### config.mk
export PLATFORM = sky130hd
export DESIGN_NAME = deploy_seq
export DESIGN_NICKNAME = d
export VERILOG_FILES = /design/src/rtl/deploy_seq_pkg.sv /design/src/rtl/deploy_cmd_dec.sv /design/src/rtl/deploy_chan.sv /design/src/rtl/deploy_seq.sv
export SDC_FILE = /design/constraint.sdc
export NUM_CORES = 1
export LEC_CHECK = 0
export ABC_AREA = 1
export ABC_CLOCK_PERIOD_IN_PS = 5400
export BUFFER_PORTS_ARGS = -buffer_cell sky130_fd_sc_hd__buf_2
export CAP_MARGIN = 20
export CORE_MARGIN = 1
export CORE_UTILIZATION = 25
export DETAILED_ROUTE_END_ITERATION = 6
export GPL_TIMING_DRIVEN = 0
export PLACE_DENSITY = 0.53
export SETUP_SLACK_MARGIN = 0.4
export SLEW_MARGIN = 25
export SYNTH_ARGS = -nofsm -noshare
export SYNTH_HDL_FRONTEND = slang
export SYNTH_SLANG_ARGS = --single-unit
### constraint.sdc
create_clock -name clk -period 5.4 [get_ports clk]
set_input_delay 0.27 -clock clk [delete_from_list [all_inputs] [get_ports clk]]
set_output_delay 0.27 -clock clk [all_outputs]
set_load 0.03 [all_outputs]
### src/rtl/deploy_seq_pkg.sv
package deploy_seq_pkg;
    typedef enum logic [1:0] {
        OP_OTHER = 2'd0,
        OP_ARM   = 2'd1,
        OP_FIRE  = 2'd2,
        OP_CLEAR = 2'd3
    } cmd_op_e;

    typedef enum logic [1:0] {
        CH_IDLE  = 2'd0,
        CH_WAIT  = 2'd1,
        CH_DRIVE = 2'd2
    } ch_state_e;
endpackage

### src/rtl/deploy_cmd_dec.sv
module deploy_cmd_dec
    import deploy_seq_pkg::*;
#(
    parameter int unsigned NCH = 8
) (
    input  logic           clk,
    input  logic           rst_n,
    input  logic           wipe,
    input  logic           busy,
    input  logic           cmd_valid,
    input  logic [1:0]     cmd_op,
    input  logic [NCH-1:0] cmd_mask,
    input  logic           cmd_par_ok,
    output logic           fire_go,
    output logic [NCH-1:0] fire_mask,
    output logic           clr_go,
    output logic           armed,
    output logic           fire_err,
    output logic           cmd_ignored,
    output logic           diag_stop
);
    typedef struct packed {
        logic           armed;
        logic [NCH-1:0] amask;
        logic           err;
        logic           ign;
        logic           diag;
    } dec_t;

    dec_t dec_d, dec_q;

    always_comb begin
        dec_d      = dec_q;
        dec_d.err  = 1'b0;
        dec_d.ign  = 1'b0;
        dec_d.diag = 1'b0;
        fire_go    = 1'b0;
        clr_go     = 1'b0;
        if (wipe) begin
            dec_d.armed = 1'b0;
        end else if (cmd_valid) begin
            if (busy) begin
                dec_d.ign = 1'b1;
            end else begin
                // every accepted command breaks a pending arm
                dec_d.armed = 1'b0;
                if (cmd_par_ok) begin
                    case (cmd_op_e'(cmd_op))
                        OP_ARM: begin
                            dec_d.armed = 1'b1;
                            dec_d.amask = cmd_mask;
                            dec_d.diag  = 1'b1;
                        end
                        OP_FIRE: begin
                            if (dec_q.armed) fire_go = 1'b1;
                            else             dec_d.err = 1'b1;
                        end
                        OP_CLEAR: clr_go = 1'b1;
                        default: ;
                    endcase
                end
            end
        end
    end

    always_ff @(posedge clk or negedge rst_n) begin
        if (!rst_n) dec_q <= '0;
        else        dec_q <= dec_d;
    end

    assign fire_mask   = dec_q.amask & cmd_mask;
    assign armed       = dec_q.armed;
    assign fire_err    = dec_q.err;
    assign cmd_ignored = dec_q.ign;
    assign diag_stop   = dec_q.diag;
endmodule

### src/rtl/deploy_chan.sv
module deploy_chan
    import deploy_seq_pkg::*;
#(
    parameter int unsigned PER0  = 12,
    parameter int unsigned PER1  = 8,
    parameter int unsigned PER2  = 6,
    parameter int unsigned PER3  = 4,
    parameter int unsigned CNT_W = 4
) (
    input  logic       clk,
    input  logic       rst_n,
    input  logic       wipe,
    input  logic       start,
    input  logic [1:0] prof,
    input  logic       enable,
    input  logic       clr_succ,
    output logic       drive,
    output logic       status,
    output logic       success
);
    typedef struct packed {
        ch_state_e        st;
        logic [1:0]       prof;
        logic [CNT_W-1:0] cnt;
        logic             succ;
    } ch_t;

    ch_t ch_d, ch_q;

    function automatic logic [CNT_W-1:0] period(input logic [1:0] code);
        case (code)
            2'd0:    return CNT_W'(PER0);
            2'd1:    return CNT_W'(PER1);
            2'd2:    return CNT_W'(PER2);
            default: return CNT_W'(PER3);
        endcase
    endfunction

    always_comb begin
        ch_d = ch_q;
        if (wipe) begin
            ch_d = '0;
        end else begin
            case (ch_q.st)
                CH_IDLE: begin
                    if (start && !ch_q.succ) begin
                        ch_d.st   = CH_WAIT;
                        ch_d.prof = prof;
                        ch_d.cnt  = period(prof);
                    end
                end
                CH_WAIT: begin
                    if (enable) begin
                        ch_d.st  = CH_DRIVE;
                        ch_d.cnt = period(ch_q.prof);
                    end else if (ch_q.cnt == CNT_W'(1)) begin
                        ch_d.st = CH_IDLE;
                    end else begin
                        ch_d.cnt = ch_q.cnt - CNT_W'(1);
                    end
                end
                CH_DRIVE: begin
                    if (ch_q.cnt == CNT_W'(1)) begin
                        ch_d.st   = CH_IDLE;
                        ch_d.succ = 1'b1;
                    end else begin
                        ch_d.cnt = ch_q.cnt - CNT_W'(1);
                    end
                end
                default: ch_d.st = CH_IDLE;
            endcase
            if (clr_succ) ch_d.succ = 1'b0;
        end
    end

    always_ff @(posedge clk or negedge rst_n) begin
        if (!rst_n) ch_q <= '0;
        else        ch_q <= ch_d;
    end

    assign drive   = (ch_q.st == CH_DRIVE);
    assign status  = (ch_q.st != CH_IDLE);
    assign success = ch_q.succ;
endmodule

### src/rtl/deploy_seq.sv
module deploy_seq
    import deploy_seq_pkg::*;
#(
    parameter int unsigned NCH  = 8,
    parameter int unsigned PER0 = 12,
    parameter int unsigned PER1 = 8,
    parameter int unsigned PER2 = 6,
    parameter int unsigned PER3 = 4
) (
    input  logic             clk,
    input  logic             rst_n,
    input  logic             fault_abort,
    input  logic             pin_reset,
    input  logic             soft_reset,
    input  logic             cmd_valid,
    input  logic [1:0]       cmd_op,
    input  logic [NCH-1:0]   cmd_mask,
    input  logic             cmd_par_ok,
    input  logic [NCH/2-1:0] en_grp,
    input  logic [2*NCH-1:0] prof_sel,
    output logic [NCH-1:0]   hs_drv,
    output logic [NCH-1:0]   ls_drv,
    output logic [NCH-1:0]   dep_status,
    output logic [NCH-1:0]   dep_success,
    output logic             fire_err,
    output logic             cmd_ignored,
    output logic             diag_stop
);
    localparam int unsigned MAX01 = (PER0 > PER1) ? PER0 : PER1;
    localparam int unsigned MAX23 = (PER2 > PER3) ? PER2 : PER3;
    localparam int unsigned PMAX  = (MAX01 > MAX23) ? MAX01 : MAX23;
    localparam int unsigned CNT_W = $clog2(PMAX + 1);

    logic           busy;
    logic           wipe;
    logic           fire_go;
    logic           clr_go;
    logic           armed;
    logic [NCH-1:0] fire_mask;
    logic [NCH-1:0] drive;

    assign busy = |drive;
    // reset requests only act while nothing is driving
    assign wipe = fault_abort | ((pin_reset | soft_reset) & ~busy);

    deploy_cmd_dec #(.NCH(NCH)) u_dec (
        .clk        (clk),
        .rst_n      (rst_n),
        .wipe       (wipe),
        .busy       (busy),
        .cmd_valid  (cmd_valid),
        .cmd_op     (cmd_op),
        .cmd_mask   (cmd_mask),
        .cmd_par_ok (cmd_par_ok),
        .fire_go    (fire_go),
        .fire_mask  (fire_mask),
        .clr_go     (clr_go),
        .armed      (armed),
        .fire_err   (fire_err),
        .cmd_ignored(cmd_ignored),
        .diag_stop  (diag_stop)
    );

    for (genvar i = 0; i < NCH; i++) begin : g_ch
        deploy_chan #(
            .PER0(PER0), .PER1(PER1), .PER2(PER2), .PER3(PER3), .CNT_W(CNT_W)
        ) u_ch (
            .clk     (clk),
            .rst_n   (rst_n),
            .wipe    (wipe),
            .start   (fire_go & fire_mask[i]),
            .prof    (prof_sel[2*i +: 2]),
            .enable  (en_grp[i/2]),
            .clr_succ(clr_go & cmd_mask[i]),
            .drive   (drive[i]),
            .status  (dep_status[i]),
            .success (dep_success[i])
        );
    end

    assign hs_drv = drive;
    assign ls_drv = drive;
endmodule

== Word level (Yosys, flattened, before mapping) ==
Index checks and enable logic that the tools add are counted.
Widths: inputs -> output; s select.

* Output and inout port bits: 35
* Bits of input ports: 37
* Flip-flop bits (word level): 84

* Reduce and logical (&&, ||, !) cells: 116
* Bitwise gates (word level): 22
* Mux-type cells: 135
* Add/sub/neg operators: 8
* Equality and inequality tests: 68

{| class="wikitable"
|+ Operators with widths
! cell !! number
|-
| $pmux 4 s3 || 24
|-
| $mux 9 || 9
|-
| $mux 4 || 16
|-
| $mux 8 || 8
|-
| $eq 2x2->1 const B || 26
|-
| $eq 2x1->1 const B || 25
|-
| $reduce_and 2->1 || 25
|-
| $reduce_bool 2->1 || 25
|-
| $logic_not 2->1 || 24
|-
| $mux 2 || 24
|-
| $pmux 2 s3 || 8
|-
| $reduce_bool 3->1 || 16
|-
| $mux 1 || 42
|-
| $eq 4x1->1 const B || 8
|-
| $reduce_bool 4->1 || 8
|-
| $sub 4x1->4 const B || 8
|-
| $ne 3x2->1 const B || 7
|-
| $mux 10 || 2
|-
| $and 1x1->1 || 17
|-
| $mux 12 || 1
|-
| $and 8x8->8 || 1
|-
| $logic_and 1x1->1 || 8
|-
| $logic_not 1->1 || 8
|-
| $reduce_or 8->1 || 1
|-
| other kinds (6) || 8
|}

== Depth between registers and ports, before layout ==
Gate-level depths: netlist (run 1).

* Depth after elaboration: 11
* Gate-level depth with buffers: 13
* Depth with buffers taken out: 13

== By module ==
A second synthesis (run 1) with hierarchy kept.

* Cells, all modules: 945
* Area total of the unflattened synthesis: 6401.1 µm²

{| class="wikitable"
|+ By module, submodules not included
! module !! instances !! area an instance (µm²) !! cells an instance
|-
| deploy_chan at g_ch[0].u_ch ... || 5 || 693.2 || 102
|-
| deploy_chan at g_ch[5].u_ch ... || 3 || 698.2 || 103
|-
| deploy_cmd_dec || 1 || 600.6 || 72
|-
| deploy_seq || 1 || 240.2 || 54
|}

== Worst setup path after synthesis (run 1) ==
No wires, ideal clock.

* Kind: reg-to-reg
* Start point: register g_ch[5].u_ch.ch_q[7] (netlist bit)
* End point: register g_ch[7].u_ch.ch_q[1] (netlist bit)
* Cell stages (with the launch flop): 14
* Required time: 5.283 ns
* Arrival: 1.757 ns
* Clock period less this slack: 1.874 ns
* Setup time: 0.117 ns
* Path slack: 3.526 ns
* Cells stage by stage: dfrtp_1 inv_1 ha_1 nor2_1 nand2_1 nor2_4 nand2_2 nand2_4 inv_2 buf_6 nand3_1 nand2_2 nand2_1 nand2_1

* Cells in the longest elaborated chain, start to end: 10

{| class="wikitable"
|+ Ends and longest elaborated chain
! what !! line !! RTL
|-
| start: declaration || deploy_chan.sv:28 || <nowiki>ch_t ch_d, ch_q;</nowiki>
|-
| start signal: assignment || deploy_chan.sv:78 || <nowiki>else ch_q <= ch_d;</nowiki>
|-
| $eq 2x2->1 (*) || deploy_chan.sv:81 || <nowiki>assign drive = (ch_q.st == CH_DRIVE);</nowiki>
|-
| via g_ch[5].u_ch.drive || deploy_chan.sv:17 || <nowiki>output logic drive,</nowiki>
|-
| $reduce_or 8->1 (*) || deploy_seq.sv:42 || <nowiki>assign busy = |drive;</nowiki>
|-
| $not 1->1 (no source line) || -- ||
|-
| $and 1x1->1 || deploy_seq.sv:44 || <nowiki>assign wipe = fault_abort | ((pin_reset | soft_reset) & ~busy);</nowiki>
|-
| $or 1x1->1 || deploy_seq.sv:44 ||
|-
| $mux 1 || deploy_cmd_dec.sv:39 || <nowiki>if (wipe) begin</nowiki>
|-
| $and 1x1->1 || deploy_seq.sv:71 || <nowiki>.start (fire_go & fire_mask[i]),</nowiki>
|-
| $logic_and 1x1->1 || deploy_chan.sv:46 || <nowiki>if (start && !ch_q.succ) begin</nowiki>
|-
| $ne 3x2->1 (no source line) || -- ||
|-
| $reduce_and 2->1 (no source line) || -- ||
|-
| end signal: assignment || deploy_chan.sv:78 ||
|-
| end: declaration || deploy_chan.sv:28 ||
|}

Mark *: on every way through the listed nets, which the timed path passes. The rest lies on a longest branch.
A chain may end at the register's enable or synchronous reset.

== Final worst setup path (run 1) ==
* Start point: register g_ch[6].u_ch.ch_q[7] (netlist bit)
* End point: register g_ch[1].u_ch.ch_q[6] (netlist bit)

* Cells in the longest elaborated chain, start to end: 10

{| class="wikitable"
|+ Ends and longest elaborated chain
! what !! line
|-
| start: declaration || deploy_chan.sv:28
|-
| start signal: assignment || deploy_chan.sv:78
|-
| $eq 2x2->1 (*) || deploy_chan.sv:81
|-
| via g_ch[6].u_ch.drive || deploy_chan.sv:17
|-
| $reduce_or 8->1 (*) || deploy_seq.sv:42
|-
| $not 1->1 (no source line) || --
|-
| $and 1x1->1 || deploy_seq.sv:44
|-
| $or 1x1->1 || deploy_seq.sv:44
|-
| $mux 1 || deploy_cmd_dec.sv:39
|-
| $and 1x1->1 || deploy_seq.sv:71
|-
| $logic_and 1x1->1 || deploy_chan.sv:46
|-
| $reduce_bool 2->1 (no source line) || --
|-
| $reduce_and 2->1 (no source line) || --
|-
| end signal: assignment || deploy_chan.sv:78
|-
| end: declaration || deploy_chan.sv:28
|}

Marked as above.

==> results of run 1 <==
[cell usage in the layout, fill, tap and decap left out, drive strengths merged, types with 8 or more instances in the layout]
cell    netlist  final
a21oi        36     36
nand2       226    226
nand4        21     21
nor3         22     22
o21ai        58     58
buf          43    115
dfrtp        84     84
inv         122    122
xor2          8      8
nor2         59     59
nand3        83     83
ha           48     48
clkbuf        0     10
xnor2         8      8
[state kept, by name, summed over array words and instances (netlist names)]
register and flops:
u_dec.fire_err 1, u_dec.dec_q 8, u_dec.cmd_ignored 1, u_dec.armed 1
g_ch.u_ch.ch_q 64, u_dec.diag_stop 1, g_ch.u_ch.success 8
[report_power, final]
group	switching [uW]	internal (uW)
Combinational	190	98.1
Clock	267	355
Sequential	25.5	660
[stage by stage]
step / worst slack [ns] / instance area (um^2)
detailed placement: 2.87 / 6980
CTS: 2.84 / 7270
finish: 2.85 / 7270
global placement: 2.88 / 6960
floorplan: 3.53 / 6190
global route: 2.61 / 7270
[worst min path at each step]
stage / from / endpoint / slack (ns)
3_3_place_gp: g_ch[6].u_ch.ch_q[2] / g_ch[6].u_ch.ch_q[2] / 0.46
2_1_floorplan: rst_n / g_ch[0].u_ch.ch_q[1] / -0.03
6_report: cmd_mask[2] / g_ch[2].u_ch.success / 0.14
4_1_cts: cmd_mask[2] / g_ch[2].u_ch.success / 0.12
5_1_grt: cmd_mask[2] / g_ch[2].u_ch.success / 0.15
3_5_place_dp: rst_n / g_ch[3].u_ch.ch_q[1] / 0.26
[area by class of cell]
| cell class | instances | area, um^2 | area share |
|---|---|---|---|
| flip-flops and latches | 84 | 2100 | 0.289 |
| multi-input cells | 606 | 3320 | 0.456 |
| plain buffers | 43 | 310 | 0.0427 |
| clock inverters | 5 | 53.8 | 0.00740 |
| inverters | 123 | 462 | 0.0635 |
| repair buffers | 73 | 392 | 0.0538 |
| well taps | 324 | 405 | 0.0557 |
| clock buffers | 10 | 229 | 0.0315 |
[worst max-delay path, stage by stage, from the launching register on]
cell,delay (ns)
dfrtp_1,0.38
inv_1,0.10
ha_1,0.29
nor2_1,0.24
nand2_1,0.13
nor2_4,0.18
nand2_2,0.08
nand2_4,0.15
buf_4,0.23
buf_2,0.36
o21ai_0,0.17
nand2_1,0.08
nand2_1,0.04
[routing by layer]
layer	wire (um)	global-route usage	vias to the layer above
li1	-	-	2930
met1	8520	0.191	2669
met2	8110	0.235	130
met3	918	0.0320	14
met4	166	0.0332	0
met5	0	0	-
[kinds of logic after synthesis]
kind of cell / Yosys count
adders and majority gates: 48
xor gates and xnor gates: 16
AOI/OAI and AO/OA: 115
buffers and inverters: 166
DFF: 84
and+or+nand+nor: 427
[timing repair]
action / 4_1_cts / 5_1_grt
resized for setup: 0 / 0
hold endpoints to repair: 47 / 0
hold buffers: 1 / 0
==> qor.csv, run 1 <==
metric,value,unit
synth_nets,941,
synth_top_family_by_area,simple AND/OR/NAND/NOR gates,
async_flop_share,1.00,
reg2reg_slack,2.85,ns
cts_tree,done,
rows,57,
cts_buffers,9,
ant_nets,0,
required,5.64,ns
synthSimpleGateAreaFrac,0.314,
grt_pass1_wl,28.4,mm
cts-root-buf,clkbuf_16,
slew_headroom,0.469,
p_leak,0.00380,uW
yosysMostFrequentCell,nand2_1,
start_kind,register,
wl_per_cell,14.0,um
synth.area.mux_share,0,
clock_tree.buffer_depth,2,
critPathArrivalTime,2.79,ns
skew,0.00911,ns
synth_common_cells,"216 x nand2_1, 121 x inv_1, 84 x dfrtp_1",
setup_tns,0,ns
r2r-end,g_ch[1].u_ch.ch_q[6],
post_cts_buffers,0,
syn_to_final_growth,17.4,%
n_fill_cell,2626,
vias,5743,
finalHoldViolCount,0,
vias_per_cell,4.53,
synth_edf_count,0,
grt_overflow,0,
nNetsFinal,1025,
syn_area_per_cell,7.24,um^2
slew_violations,0,
ios,72,
powerDensity,219,nW/um^2
track_usage,0.143,
ys_seq_area_frac,0.339,
core-area,24300,um^2
whs,0.142,ns
initial_core_util,0.255,
yosys-top-cells-area,"dfrtp_1 34%, nand2_1 13%, ha_1 9.7%, inv_1 7.3%, nand3_1 5.7%",
clkLatencyLatePin,0.35,ns
antenna_found_initial,0,
syn_area,6190,um^2
wirelength,17.7,mm
min_path_cells,2,
setup_viol,0,
end_kind,register,
antenna_cells,0,
ys_types,35,
yosysTopAreaCellShare,0.339,
htreeDepth,3,
place_congestion,0.862,
critPathKind,reg2reg,
drtIter0Drc,354,
synth_top_flop_cell,dfrtp_1,
dr.pass1.iters,5,
utilization,0.299,
synth-xor-area-share,0.0226,
io_buffers,71,
clkSinkCount,84,
route.detailed.drc,0,
die_w,159,um
crit_start,g_ch[6].u_ch.ch_q[7],
synth-warning-count,0,
die_h,159,um
crit_fanout,10,
drive_gt1_frac,0.169,
power,1590,uW
grt_pass1_vias,5439,
vdd_ir_drop_max,0.124,mV
max_freq,392,MHz
crit_path_end,g_ch[1].u_ch.ch_q[6],
period_minus_slack,2.55,ns
synth_top_cell_by_area,dfrtp_1,
tightest_slew,0.794,ns
synth_compound_area_frac,0.103,
worst_setup_hold_path_clk_slew,0.07,ns
timing.rr.start,g_ch[6].u_ch.ch_q[7],
yosys.area_share.adder,0.0970,
fin_cells,1268,
drv_cap,0,
postSynthCellCount,856,
r2r_cells,12,
grt_max_degree,49,
ys_ff_latch,84,
min_path_type,in2reg,
dp_hpwl,13.3,mm
post-place-cells,1252,
status,"complete, no violations",
rsz0062_at_grt,no,
die_area,25400,um^2
period_share,0.472,
No activity file was read; power rests on OpenSTA's default activity.
==> run 2: changes to the inputs <==
--- a/config.mk
+++ b/config.mk
@@ -5,15 +5,15 @@
 export SDC_FILE = /design/constraint.sdc
 export NUM_CORES = 1
 export LEC_CHECK = 0
-export ABC_AREA = 1
-export ABC_CLOCK_PERIOD_IN_PS = 5400
+export ABC_AREA = 0
+export ABC_CLOCK_PERIOD_IN_PS = 2300
 export BUFFER_PORTS_ARGS = -buffer_cell sky130_fd_sc_hd__buf_2
 export CAP_MARGIN = 20
 export CORE_MARGIN = 1
 export CORE_UTILIZATION = 25
 export DETAILED_ROUTE_END_ITERATION = 6
 export GPL_TIMING_DRIVEN = 0
-export PLACE_DENSITY = 0.53
+export PLACE_DENSITY = 0.54
 export SETUP_SLACK_MARGIN = 0.4
 export SLEW_MARGIN = 25
 export SYNTH_ARGS = -nofsm -noshare
==> constraint.sdc (replaced) <==
create_clock -name clk -period 2.3 [get_ports clk]
set_input_delay 0.115 -clock clk [delete_from_list [all_inputs] [get_ports clk]]
set_output_delay 0.115 -clock clk [all_outputs]
set_load 0.03 [all_outputs]
==> qor.csv, run 2 <==
metric,value,unit,change
synth_top_cell_by_area,dfrtp_1,,
grt_overflow,0,,unchanged
slew_headroom,0.478,,+0.00914
grt_pass1_wl,29.5,mm,+4.1%
synth_common_cells,"84 x dfrtp_1, 57 x inv_1, 57 x nor2_1",,
period_minus_slack,2.31,ns,-0.241 ns
top_register,g_ch.u_ch.ch_q,,
fin_area,9150,um^2,+26%
wirelength,20.0,mm,+13%
synth-warning-count,0,,unchanged
timing.rr.start,g_ch[3].u_ch.ch_q[8],,
ys_seq_area_frac,0.344,,+0.00515
syn_area_per_cell,8.82,um^2,+22%
end_kind,register,,
critPathTopFamily,simple AND/OR/NAND/NOR gates,,
required,2.58,ns,-3.06 ns
clock_tree.buffer_depth,2,,unchanged
path_buf_inv,2,,-1
clkLatencyLatePin,0.35,ns,about the same
crit_start,g_ch[3].u_ch.ch_q[8],,
drv_cap,0,,unchanged
vias_per_cell,4.89,,+8.0%
slew_violations,0,,unchanged
fin_cells,1175,,-7.3%
final_common_cell,dfrtp_1,,
setup_viol,1,,+1
die_area,25000,um^2,-1.5%
worst_setup_hold_path_clk_slew,0.07,ns,about the same
min_path_cells,2,,unchanged
critPathKind,reg2reg,,
critPathMaxStageDelay,0.50,ns,+0.12 ns
finalHoldViolCount,0,,unchanged
most-common-layout-cells,"81 x dfrtp_1, 72 x buf_4, 68 x buf_2",,
track_usage,0.154,,+0.0112
dr.pass1.iters,4,,-1
critPathSlowestCell,or4_1,,
ios,72,,unchanged
skew,0.00933,ns,+0.000223 ns
tightest_slew,0.782,ns,-0.0125 ns
ys_types,62,,+77%
antenna_found_initial,4,,+4
yosys-top-cells-area,"dfrtp_1 34%, ha_1 9.8%, a21oi_1 4.6%, buf_4 4.1%, mux2i_1 3.6%",,
post-place-cells,1081,,-14%
violations,setup timing,,
worst_slack,-0.00850,ns,-2.86 ns
r2r_cells,8,,-4
place_area,6970,um^2,-0.11%
synth_top_flop_cell,dfrtp_1,,
drtIter0Drc,383,,+8.2%
vdd_ir_drop_max,0.308,mV,+150%
cts-root-buf,clkbuf_16,,
postSynthCellCount,692,,-19%
min_path_type,in2reg,,
ys_ff_latch,84,,unchanged
yosysMostFrequentCell,dfrtp_1,,
htreeDepth,3,,unchanged
syn_area,6100,um^2,-1.5%
cts_tree,done,,
largest_reg_flops,64,,unchanged
p_leak,0.00379,uW,-0.31%
rows,56,,-1.8%
crit_fanout,7,,-3
io_buffers,69,,-2.8%
dp_hpwl,13.0,mm,-2.5%
crit_chain,ha_4 -> buf_12 -> nor4_4 -> and4_1 -> buf_6 -> a31oi_4 -> or4_1 -> a21oi_1,,
status,"finished, violations left",,
dp_slack,-0.428,ns,-3.30 ns
grt_max_degree,64,,+31%
cts_buffers,9,,unchanged
whs,0.0311,ns,-0.111 ns
nNetsFinal,935,,-8.8%
rsz0062_at_grt,yes,,
synth_nets,777,,-17%
ant_nets,0,,unchanged
period_share,1.00,,+0.532
critPathArrivalTime,2.59,ns,-0.20 ns
powerDensity,378,nW/um^2,+73%
place_congestion,0.824,,-4.3%
wl_per_cell,17.0,um,+22%
async_flop_share,1.00,,unchanged
max_freq,433,MHz,+10%
synth_edf_count,0,,unchanged
vias,5749,,+0.10%
n_fill_cell,2390,,-9.0%
hp-start,cmd_mask[3],,
drive_gt1_frac,0.413,,+0.244
syn_to_final_growth,49.9,%,
core-area,23700,um^2,-2.6%
path_depth,8,,-4
yosysTopAreaCellShare,0.344,,+0.00515
initial_core_util,0.258,,+0.00294
route.detailed.drc,0,,unchanged
grt_pass1_vias,5521,,+1.5%
die_w,158,um,-0.74%
die_h,158,um,-0.74%
start_kind,register,,
clkSinkCount,84,,unchanged
==> run 2: changes by cell type in the layout (fill, tap and decap cells not counted), sizes merged, moves of 9 or more <==
cell / delta
a211oi: +16
nand2: -181
buf: +59
clkbuf: +14
nor2b: +19
o221ai: +10
mux2i: +22
inv: -65
nand4: -13
a21oi: +20
or3: +9
nand3: -75
o21ai: -19
==> run 2: through the flow <==
stage / setup TNS (ns) / total power, uW / utilization
after floorplan: 0 / 1620 / -
after global placement: -13.58 / 1740 / 0.293
after detailed placement: -16.30 / 1750 / 0.294
after CTS: -0.0354 / 3440 / 0.342
after global routing: -0.883 / 3580 / 0.386
final: -0.00850 / 3460 / 0.386
==> run 2: logic make-up after synthesis <==
group / synth area share
compound gates: 0.199
fa+ha+maj: 0.0984
mux: 0.0509
simple gates: 0.205
flops: 0.344
xor+xnor: 0.0144
buf+inv: 0.0878
==> run 2: per-layer routing <==
layer,track usage,vias up,routed length (um)
met4,0.0650,4,513
met5,0,-,25
met2,0.252,108,9450
met3,0.0326,31,1070
li1,-,2790,-
met1,0.197,2816,8950
==> run 2: worst paths after layout <==
path / end / slack, ns
min: g_ch[3].u_ch.success / 0.03
min reg2reg: u_dec.dec_q[3] / 0.51
max in group asynchronous: g_ch[2].u_ch.ch_q[8] / 1.50
max: g_ch[7].u_ch.ch_q[1] / -0.008
min in group asynchronous: g_ch[1].u_ch.ch_q[3] / 0.19
max reg2reg: g_ch[7].u_ch.ch_q[1] / -0.008
==> run 2: repair_timing <==
action,4_1_cts,5_1_grt
setup endpoints to repair,83,88
resized for setup,88,156
pin swaps,34,48
setup buffers,37,23
cloned,1,7
hold buffers,9,0
hold endpoints to repair,92,0
==> run 2: final cells by class <==
class	instances	area, um^2	area share
diodes	2	5.00	0.000547
plain buffers	48	483	0.0528
clock buffers	12	256	0.0280
clock inverters	3	68.8	0.00752
inverters	57	218	0.0238
multi-input cells	503	4370	0.478
flip-flops and latches	84	2110	0.230
well taps	319	399	0.0436
repair buffers	147	1240	0.135
==> run 2: where the power goes <==
| part | switching (uW) | internal [uW] | leakage (uW) |
|---|---|---|---|
| Sequential | 13.0 | 1500 | 0.00116 |
| Clock | 613 | 1010 | 0.000159 |
| Combinational | 188 | 142 | 0.00247 |
| Total | 814 | 2650 | 0.00379 |
